### src/rtl/llsc_pkg.sv
package llsc_pkg;
  typedef enum logic [1:0] {
    OP_READ  = 2'b00,
    OP_LINK  = 2'b01,
    OP_COND  = 2'b10,
    OP_STORE = 2'b11
  } llsc_op_e;
endpackage

### src/rtl/llsc_match.sv
module llsc_match #(
  parameter int ENTRIES = 4,
  parameter int LINE_W  = 26
) (
  input  logic [ENTRIES-1:0]             valid,
  input  logic [ENTRIES-1:0][LINE_W-1:0] lines,
  input  logic [LINE_W-1:0]              key,
  output logic [ENTRIES-1:0]             hit
);
  for (genvar g = 0; g < ENTRIES; g++) begin : g_cmp
    assign hit[g] = valid[g] && (lines[g] == key);
  end
endmodule

### src/rtl/llsc_victim.sv
module llsc_victim #(
  parameter int ENTRIES = 4,
  localparam int IDX_W = (ENTRIES > 1) ? $clog2(ENTRIES) : 1
) (
  input  logic             clk,
  input  logic             rst,
  input  logic             replace,
  output logic [IDX_W-1:0] victim
);
  logic [IDX_W-1:0] ptr_q;

  always_ff @(posedge clk) begin
    if (rst) ptr_q <= '0;
    else if (replace) ptr_q <= (ptr_q == IDX_W'(ENTRIES - 1)) ? '0 : ptr_q + 1'b1;
  end

  assign victim = ptr_q;

  a_r8_ptr_range: assert property (@(posedge clk) disable iff (rst)
    ptr_q <= IDX_W'(ENTRIES - 1));
endmodule

### src/rtl/llsc_table.sv
module llsc_table
  import llsc_pkg::*;
#(
  parameter int ENTRIES = 4,
  parameter int LINE_W  = 26,
  localparam int IDX_W = (ENTRIES > 1) ? $clog2(ENTRIES) : 1
) (
  input  logic              clk,
  input  logic              rst,
  input  logic              cmp_valid,
  input  llsc_op_e          cmp_op,
  input  logic              cmp_present,
  input  logic [LINE_W-1:0] cmp_line,
  input  logic              inv_valid,
  input  logic [LINE_W-1:0] inv_line,
  output logic              reserved
);
  logic [ENTRIES-1:0]             valid_q;
  logic [ENTRIES-1:0][LINE_W-1:0] line_q;
  logic [ENTRIES-1:0]             hit_cmp, hit_inv_raw, hit_inv, alive, valid_d;
  logic                           clash, act, do_clear, do_alloc, full;
  logic [IDX_W-1:0]               free_idx, victim, slot;

  llsc_match #(.ENTRIES(ENTRIES), .LINE_W(LINE_W)) u_cmp_match (
    .valid(valid_q), .lines(line_q), .key(cmp_line), .hit(hit_cmp));
  llsc_match #(.ENTRIES(ENTRIES), .LINE_W(LINE_W)) u_inv_match (
    .valid(valid_q), .lines(line_q), .key(inv_line), .hit(hit_inv_raw));

  // Invalidation is applied before the completion looks at the table.
  assign hit_inv  = inv_valid ? hit_inv_raw : '0;
  assign alive    = valid_q & ~hit_inv;
  assign reserved = |(hit_cmp & alive);
  assign clash    = inv_valid && (inv_line == cmp_line);
  assign act      = cmp_valid && cmp_present;
  assign do_clear = act && (cmp_op == OP_COND || cmp_op == OP_STORE);
  assign do_alloc = act && (cmp_op == OP_LINK) && !clash && !reserved;
  assign full     = &alive;

  always_comb begin
    free_idx = '0;
    for (int i = ENTRIES - 1; i >= 0; i--) begin
      if (!alive[i]) free_idx = IDX_W'(i);
    end
  end

  llsc_victim #(.ENTRIES(ENTRIES)) u_victim (
    .clk(clk), .rst(rst), .replace(do_alloc && full), .victim(victim));

  assign slot = full ? victim : free_idx;

  always_comb begin
    valid_d = alive & ~(do_clear ? hit_cmp : '0);
    if (do_alloc) valid_d[slot] = 1'b1;
  end

  always_ff @(posedge clk) begin
    if (rst) valid_q <= '0;
    else     valid_q <= valid_d;
  end

  // Line addresses carry no reset, keeping the array RAM-friendly.
  always_ff @(posedge clk) begin
    if (do_alloc) line_q[slot] <= cmp_line;
  end

  // Checker state for the assertions below.
  logic              chk_clr_q, chk_set_q, chk_inv_q;
  logic [LINE_W-1:0] chk_line_q, chk_inv_line_q;

  always_ff @(posedge clk) begin
    if (rst) begin
      chk_clr_q <= 1'b0;
      chk_set_q <= 1'b0;
      chk_inv_q <= 1'b0;
    end else begin
      chk_clr_q <= do_clear;
      chk_set_q <= do_alloc;
      chk_inv_q <= inv_valid;
    end
    chk_line_q     <= cmp_line;
    chk_inv_line_q <= inv_line;
  end

  function automatic logic held(input logic [LINE_W-1:0] l);
    logic r = 1'b0;
    for (int i = 0; i < ENTRIES; i++) if (valid_q[i] && line_q[i] == l) r = 1'b1;
    return r;
  endfunction

  a_r8_unique_lines: assert property (@(posedge clk) disable iff (rst)
    $onehot0(hit_cmp));
  a_r3_cleared_after_store: assert property (@(posedge clk) disable iff (rst)
    chk_clr_q |-> !held(chk_line_q));
  a_r6_cleared_after_inv: assert property (@(posedge clk) disable iff (rst)
    chk_inv_q |-> !held(chk_inv_line_q));
  a_r1_link_recorded: assert property (@(posedge clk) disable iff (rst)
    chk_set_q |-> held(chk_line_q));
endmodule

### src/rtl/llsc_monitor.sv
module llsc_monitor
  import llsc_pkg::*;
#(
  parameter int ENTRIES = 4,
  parameter int LINE_W  = 26
) (
  input  logic              clk,
  input  logic              rst,
  input  logic              cmp_valid,
  input  logic [1:0]        cmp_op,
  input  logic              cmp_present,
  input  logic [LINE_W-1:0] cmp_line,
  input  logic              inv_valid,
  input  logic [LINE_W-1:0] inv_line,
  output logic              res_valid,
  output logic              res_ok,
  output logic              res_flag,
  output logic              res_commit
);
  llsc_op_e op;
  logic     reserved, ok_d, flag_d, commit_d;

  assign op = llsc_op_e'(cmp_op);

  llsc_table #(.ENTRIES(ENTRIES), .LINE_W(LINE_W)) u_table (
    .clk(clk), .rst(rst),
    .cmp_valid(cmp_valid), .cmp_op(op), .cmp_present(cmp_present),
    .cmp_line(cmp_line), .inv_valid(inv_valid), .inv_line(inv_line),
    .reserved(reserved));

  always_comb begin
    ok_d = 1'b1; flag_d = 1'b0; commit_d = 1'b0;
    unique case (op)
      OP_COND: begin
        ok_d     = !cmp_present || reserved;
        flag_d   = ok_d;
        commit_d = ok_d;
      end
      OP_STORE: commit_d = 1'b1;
      default: ;
    endcase
  end

  always_ff @(posedge clk) begin
    if (rst) begin
      res_valid <= 1'b0; res_ok <= 1'b0; res_flag <= 1'b0; res_commit <= 1'b0;
    end else begin
      res_valid  <= cmp_valid;
      res_ok     <= cmp_valid && ok_d;
      res_flag   <= cmp_valid && flag_d;
      res_commit <= cmp_valid && commit_d;
    end
  end

  a_r2_fail_no_commit: assert property (@(posedge clk) disable iff (rst)
    (res_valid && !res_ok) |-> (!res_commit && !res_flag));
  a_r2_flag_implies_ok: assert property (@(posedge clk) disable iff (rst)
    res_flag |-> res_ok);
  a_r9_quiet_outputs: assert property (@(posedge clk) disable iff (rst)
    !res_valid |-> (!res_ok && !res_flag && !res_commit));
  a_r9_one_cycle_result: assert property (@(posedge clk) disable iff (rst)
    ($past(cmp_valid) && !$past(rst)) |-> res_valid);
endmodule

### config.mk
export PLATFORM = sky130hd
export DESIGN_NAME = llsc_monitor
export DESIGN_NICKNAME = d
export VERILOG_FILES = /design/src/rtl/llsc_pkg.sv /design/src/rtl/llsc_match.sv /design/src/rtl/llsc_victim.sv /design/src/rtl/llsc_table.sv /design/src/rtl/llsc_monitor.sv
export SDC_FILE = /design/constraint.sdc
export NUM_CORES = 1
export LEC_CHECK = 0
export BUFFER_PORTS_ARGS = -buffer_cell sky130_fd_sc_hd__buf_4
export CAP_MARGIN = 15
export CORE_ASPECT_RATIO = 1.2
export CORE_MARGIN = 2
export CORE_UTILIZATION = 64
export CTS_CLUSTER_DIAMETER = 50
export CTS_CLUSTER_SIZE = 24
export DETAILED_ROUTE_END_ITERATION = 6
export PLACE_DENSITY = 0.9
export SLEW_MARGIN = 20
export SYNTH_ARGS = -nofsm -noshare
export SYNTH_HDL_FRONTEND = slang
export SYNTH_SLANG_ARGS = --single-unit
### constraint.sdc
create_clock -name clk -period 12 [get_ports clk]
set_input_delay 1.2 -clock clk [delete_from_list [all_inputs] [get_ports clk]]
set_output_delay 1.2 -clock clk [all_outputs]
set_load 0.02 [all_outputs]
# After elaboration in Yosys (flattened, before gate mapping)
# Cells that the tools add are included.
[word_totals] register_bits=114
[op_classes] n_addsub=1 n_lt_le_gt_ge=2 n_eq_ne=13 mux=17 n_bitwise=6 reduce_logical=26
[ops] cell="equality test 26 bit" count=9
[ops] cell="bitwise mux 104 bit" count=1
[ops] cell="demux 26 bit (select 2 bit)" count=1
[ops] cell="two-way mux 26 bit" count=1
[ops] cell="logical AND 1 bit" count=19
[ops] cell="AND 4 bit" count=3
[ops] cell="two-way mux 2 bit" count=6
[ops] cell="two-way mux 4 bit" count=3
[ops] cell="inverter 4 bit" count=2
[ops] cell="equality test 2 bit, second input constant" count=3
[ops] cell="bitwise OR 4 bit" count=1
[ops] cell="AND reduction 4 bit" count=1
[ops] cell="OR reduction 4 bit" count=1
[ops] cell="zero test 1 bit" count=3
[ops] cell="< comparator 2 x 3 -> 1 bit, second input constant" count=1
[ops] cell="two-way mux 1 bit" count=3
[ops] cell="adder 2 x 1 -> 2 bit, second input constant" count=1
[ops] cell="demux 1 bit (select 2 bit)" count=1
[ops] cell="equality test 2 x 1 -> 1 bit, second input constant" count=1
[ops] cell="greater-or-equal comparator 2 x 1 -> 1 bit, second input constant" count=1
[ops] cell="logical OR 1 bit" count=2
[ops] cell="one-hot mux 1 bit (2 select lines)" count=1

# Longest topological paths before layout
[depth] word_depth=16 ltp_mapped=8 depth_no_buf=7

# Hierarchy
# Synthesis repeated with hierarchy kept, for this count alone.
[hier_totals] cells_unflattened=540 area_unflattened_um2=6879.1
[by_module_without_submodules] mod="llsc_table" n_inst=1 cells_per_inst=188 area_each_um2=3817.4 seq_area_each_um2=3203.1
[by_module_without_submodules] mod="llsc_match" n_inst=2 cells_per_inst=166 area_each_um2=1412.6 seq_area_each_um2=0.0
[by_module_without_submodules] mod="llsc_monitor" n_inst=1 cells_per_inst=12 area_each_um2=150.1 seq_area_each_um2=80.1
[by_module_without_submodules] mod="llsc_victim" n_inst=1 cells_per_inst=8 area_each_um2=86.3 seq_area_each_um2=40.0

# Least setup slack after synthesis
# Ideal clock, no wire load.
[synth_timing] kind="input to register" start="input inv_line[15]" end="register u_table.line_q[0] (netlist name) (enable)" setup_ps=442 arrival_ps=5009 required_ps=11558 path_slack_ps=6549 cell_stages=8 cell_sequence="buf_2 -> xnor2_1 -> nand4_1 -> or4_1 -> o41a_1 -> a2111oi_4 -> nand2_2 -> nor3_1"
[synth_via] elab_chain_len=9 word_cells_on_any_way=19 cone_classes="5 x eq/ne; 1 x mux; 3 x bitwise; 10 x reduce/logical"
[synth_rtl] item="start: declaration" line_no="llsc_monitor.sv:14" source="input logic [LINE_W-1:0] inv_line,"
[synth_rtl] item="equality test 26 bit" line_no="llsc_match.sv:11" source="assign hit[g] = valid[g] && (lines[g] == key);"
[synth_rtl] item="logical AND 1 bit" line_no="llsc_match.sv:11"
[synth_rtl] item="two-way mux 4 bit" line_no="llsc_table.sv:30" source="assign hit_inv = inv_valid ? hit_inv_raw : '0;"
[synth_rtl] item="inverter 4 bit" line_no="llsc_table.sv:31" source="assign alive = valid_q & ~hit_inv;"
[synth_rtl] item="AND 4 bit" line_no="llsc_table.sv:31"
[synth_rtl] item="AND 4 bit" line_no="llsc_table.sv:32" source="assign reserved = |(hit_cmp & alive);"
[synth_rtl] item="OR reduction 4 bit" line_no="llsc_table.sv:32"
[synth_rtl] item="zero test 1 bit" line_no="llsc_table.sv:36" source="assign do_alloc = act && (cmp_op == OP_LINK) && !clash && !reserved;"
[synth_rtl] item="logical AND 1 bit (*)" line_no="llsc_table.sv:36"
[synth_rtl] item="end signal: indexed assignment" line_no="llsc_table.sv:63" source="if (do_alloc) line_q[slot] <= cmp_line;"
[synth_rtl] item="end: declaration" line_no="llsc_table.sv:19" source="logic [ENTRIES-1:0][LINE_W-1:0] line_q;"
# Every way passes the cells marked *; elsewhere a longest branch is shown, timed or not.
# A chain may end at the register's enable or synchronous reset.

# Worst setup path in the final report
[layout_timing] start="input inv_line[13]" end="register u_table.line_q[8] (netlist name) (enable)"
# Same word-level chain as after synthesis.

==> impl_metrics.sql <==
INSERT INTO impl_metrics (metric_group, metric, value, unit) VALUES
('floorplan', 'core_area', '9960', 'µm²'),
('logic_synthesis', 'synth_register_bits', '114', ''),
('run_status', 'outcome', 'complete, no violations', ''),
('logic_synthesis', 'post_synth_xor_area_fraction', '31.5', '%'),
('logic_synthesis', 'ys_dominant_reg_cell', 'edfxtp_1', ''),
('drt', 'totalWireLength', '18800', 'µm'),
('timing', 'slew_headroom', '27.7', '%'),
('setup_path', 'worstSetupStartpointType', 'input pin', ''),
('global_route', 'number_of_antenna_violations_at_the_first_check_in_global_routing', '0', ''),
('drt', 'avgViaCountPerCell', '6.24', ''),
('setup_path', 'worst_path_max_delay_cell', 'nor3_2', ''),
('cells_and_area', 'n_fill_cell', '674', ''),
('cts', 'hold_buffers', '0', ''),
('global_route', 'track_usage', '37.0', '%'),
('hold_path', 'worst_hold_startpoint', 'u_table.u_victim.victim[1]', ''),
('timing', 'final_max_slew_viol_count', '0', ''),
('setup_path', 'reg2reg_slack', '7.91', 'ns'),
('floorplan', 'placementRows', '40', ''),
('timing', 'peak_clock_frequency_supported_by_timing', '217', 'MHz'),
('cts', 'tritoncts.num_buffers', '17', ''),
('cells_and_area', 'most_common_library_cell_in_the_layout_ignoring_fill_and_taps', 'xnor2_1', ''),
('drt', 'drt_iter0_markers', '438', ''),
('logic_synthesis', 'synth_area_leader_cell', 'edfxtp_1', ''),
('setup_path', 'timing_worst_setup_path_type', 'input pin to register', ''),
('cts', 'post_cts.resized_instances', '0', ''),
('cells_and_area', 'layout_common_cells', 'xnor2_1, edfxtp_1, buf_4, xor2_1, nand4_1', ''),
('power_and_ir_drop', 'power_per_cell_area', '135', 'nW/µm²'),
('logic_synthesis', 'post_syn_area', '6510', 'µm²'),
('logic_synthesis', 'synth-adder-area-share', '0.192', '%'),
('cts', 'clk_root_buffer_cell', 'clkbuf_16', ''),
('cells_and_area', 'design.final.nets', '631', ''),
('timing', 'final.setup.tns', '0', 'ns'),
('cts', 'cts.clk_slew.worst_paths', '0.06', 'ns'),
('setup_path', 'arrival', '4.69', 'ns'),
('logic_synthesis', 'yosysTopAreaCellShare', '48.0', '%'),
('setup_path', 'timing.rr.start', 'u_table.line_q[13]', ''),
('global_route', 'wire_length_of_the_first_global_routing_pass', '27800', 'µm'),
('timing', 'final.hold.worst_slack', '0.502', 'ns'),
('cells_and_area', 'flow.area_growth_from_synthesis', '15.0', '%'),
('timing', 'finalWorstPathRequiredPeriod', '4.60', 'ns'),
('timing', 'setup_slack', '7.40', 'ns'),
('floorplan', 'io-pin-count', '63', ''),
('floorplan', 'fp.dieW', '96.0', 'µm'),
('setup_path', 'worst_r2r_endpoint', 'u_table.line_q[8]', ''),
('logic_synthesis', 'synth-edff-count', '104', ''),
('setup_path', 'wp_data_required', '12.08', 'ns'),
('cts', 'insertion_delay', '0.42', 'ns'),
('drt', 'detail-route-antenna-nets', '0', ''),
('floorplan', 'start_util', '65.3', '%'),
('drt', 'drc_markers', '0', ''),
('cells_and_area', 'drive_above_1_share', '18.2', '%'),
('cells_and_area', 'n_antenna_cell', '0', ''),
('setup_path', 'worst_path_most_repeated_cell', 'buf_4', ''),
('logic_synthesis', 'synthesis.yosys.warnings', '0', ''),
('hold_path', 'holdPathStages', '2', ''),
('logic_synthesis', 'synth_area_per_cell', '12.1', 'µm²'),
('timing', 'setup_viol', '0', ''),
('setup_path', 'timing.critical_path.cells', 'buf_4 > xnor2_1 > nand4_1 > or4_1 > o41a_1 > a2111oi_4 > nand2_2 > nor3_2 > buf_4', ''),
('logic_synthesis', 'seq_area_frac_synth', '51.1', '%'),
('timing', 'setup_repair_after_global_routing_missed_its_margin', 'no', ''),
('drt', 'avgRoutedWirePerCell', '26.5', 'µm'),
('hold_path', 'hold_path_class', 'register to register', ''),
('setup_path', 'worst-r2r-cell-count', '8', ''),
('cts', 'htree_num_levels', '4', ''),
('logic_synthesis', 'synth-compound-area-share', '2.79', '%'),
('global_route', 'grt_start_max_net_pins', '27', ''),
('cts', 'cts.sinks', '114', ''),
('run', 'timing.max_cap.violations', '0', ''),
('timing', 'worst_slew_pin_slew', '1.07', 'ns'),
('cts', 'post_cts_setup_buffer_count', '0', ''),
('power_and_ir_drop', 'total_leakage_power', '0.00240', 'µW');
[cell usage after synthesis, drive strengths merged, types with 2 or more instances]
cell	n
or4	4
nand3	12
nor4	20
xor2	64
nand2b	5
buf	13
o41ai	2
and2	2
a21o	2
a21oi	3
a2111oi	2
edfxtp	104
nand4	44
nor3	11
inv	6
nor4b	2
nand2	3
o32ai	2
dfxtp	10
xnor2	170
clkbuf	40
[how the worst max path moves through the flow]
stage / from / end / slack [ns] / depth (start not counted)
finish: inv_line[13] / u_table.line_q[8] / 7.40 / 9
global route: inv_line[13] / u_table.line_q[8] / 7.24 / 9
CTS: inv_line[13] / u_table.line_q[0] / 7.44 / 9
detailed placement: inv_line[13] / u_table.line_q[8] / 7.07 / 9
global placement: inv_line[13] / u_table.line_q[27] / 7.11 / 9
floorplan: inv_line[15] / u_table.line_q[0] / 6.55 / 8
[cell families (layout without fill, tap and decap cells)]
| kind of cell | count (synthesis) | count (layout) |
|---|---|---|
| buf+inv | 59 | 104 |
| fa+ha+maj | 1 | 1 |
| simple gates | 108 | 108 |
| flops | 114 | 114 |
| mux | 2 | 2 |
| compound gates | 20 | 20 |
| xor+xnor | 234 | 234 |
[report_power, final]
part / internal, µW / switching (µW)
clock network: 282 / 187
registers: 436 / 1.90
logic: 44.0 / 61.3
total: 762 / 250
[cell type report]
class	instances	area, µm²	share of cell area (%)
flip-flops and latches	114	3320	44.4
multi-input cells	365	2930	39.2
repair buffers	67	503	6.72
clock buffers	18	429	5.74
well taps	126	158	2.11
clock inverters	13	114	1.52
inverters	6	22.5	0.301
[worst register-to-register path: cells and delay by family (launching register included)]
kind,cells,cell delay [ns]
AND/OR/NAND/NOR,4,1.65
AO/OA/AOI/OAI,2,0.98
buffers and inverters,1,0.43
flip-flops,1,0.42
XOR/XNOR,1,0.26
[per-layer routing]
metal	GRT usage [%]	vias to the layer above	routed length [µm]
met5	0	-	0
met1	47.1	2150	7160
met4	20.1	0	1080
met3	8.43	74	1500
li1	-	1950	-
met2	58.1	252	9080
[per-stage QoR]
stage / cells / utilization (%) / area [µm²]
after floorplan: 538 / - / 6510
after detailed placement: 678 / 69.7 / 6940
after global placement: 678 / 69.7 / 6940
after CTS: 709 / 75.1 / 7480
final: 709 / 75.1 / 7480
after global routing: 709 / 75.1 / 7480
[flip-flops by register name (all words and copies together), names as in the netlist]
register                 flops
res_commit                   1
res_flag                     1
res_ok                       1
res_valid                    1
u_table.line_q             104
u_table.u_victim.victim      2
u_table.valid_q              4
Power figures use the tool's default switching activity.
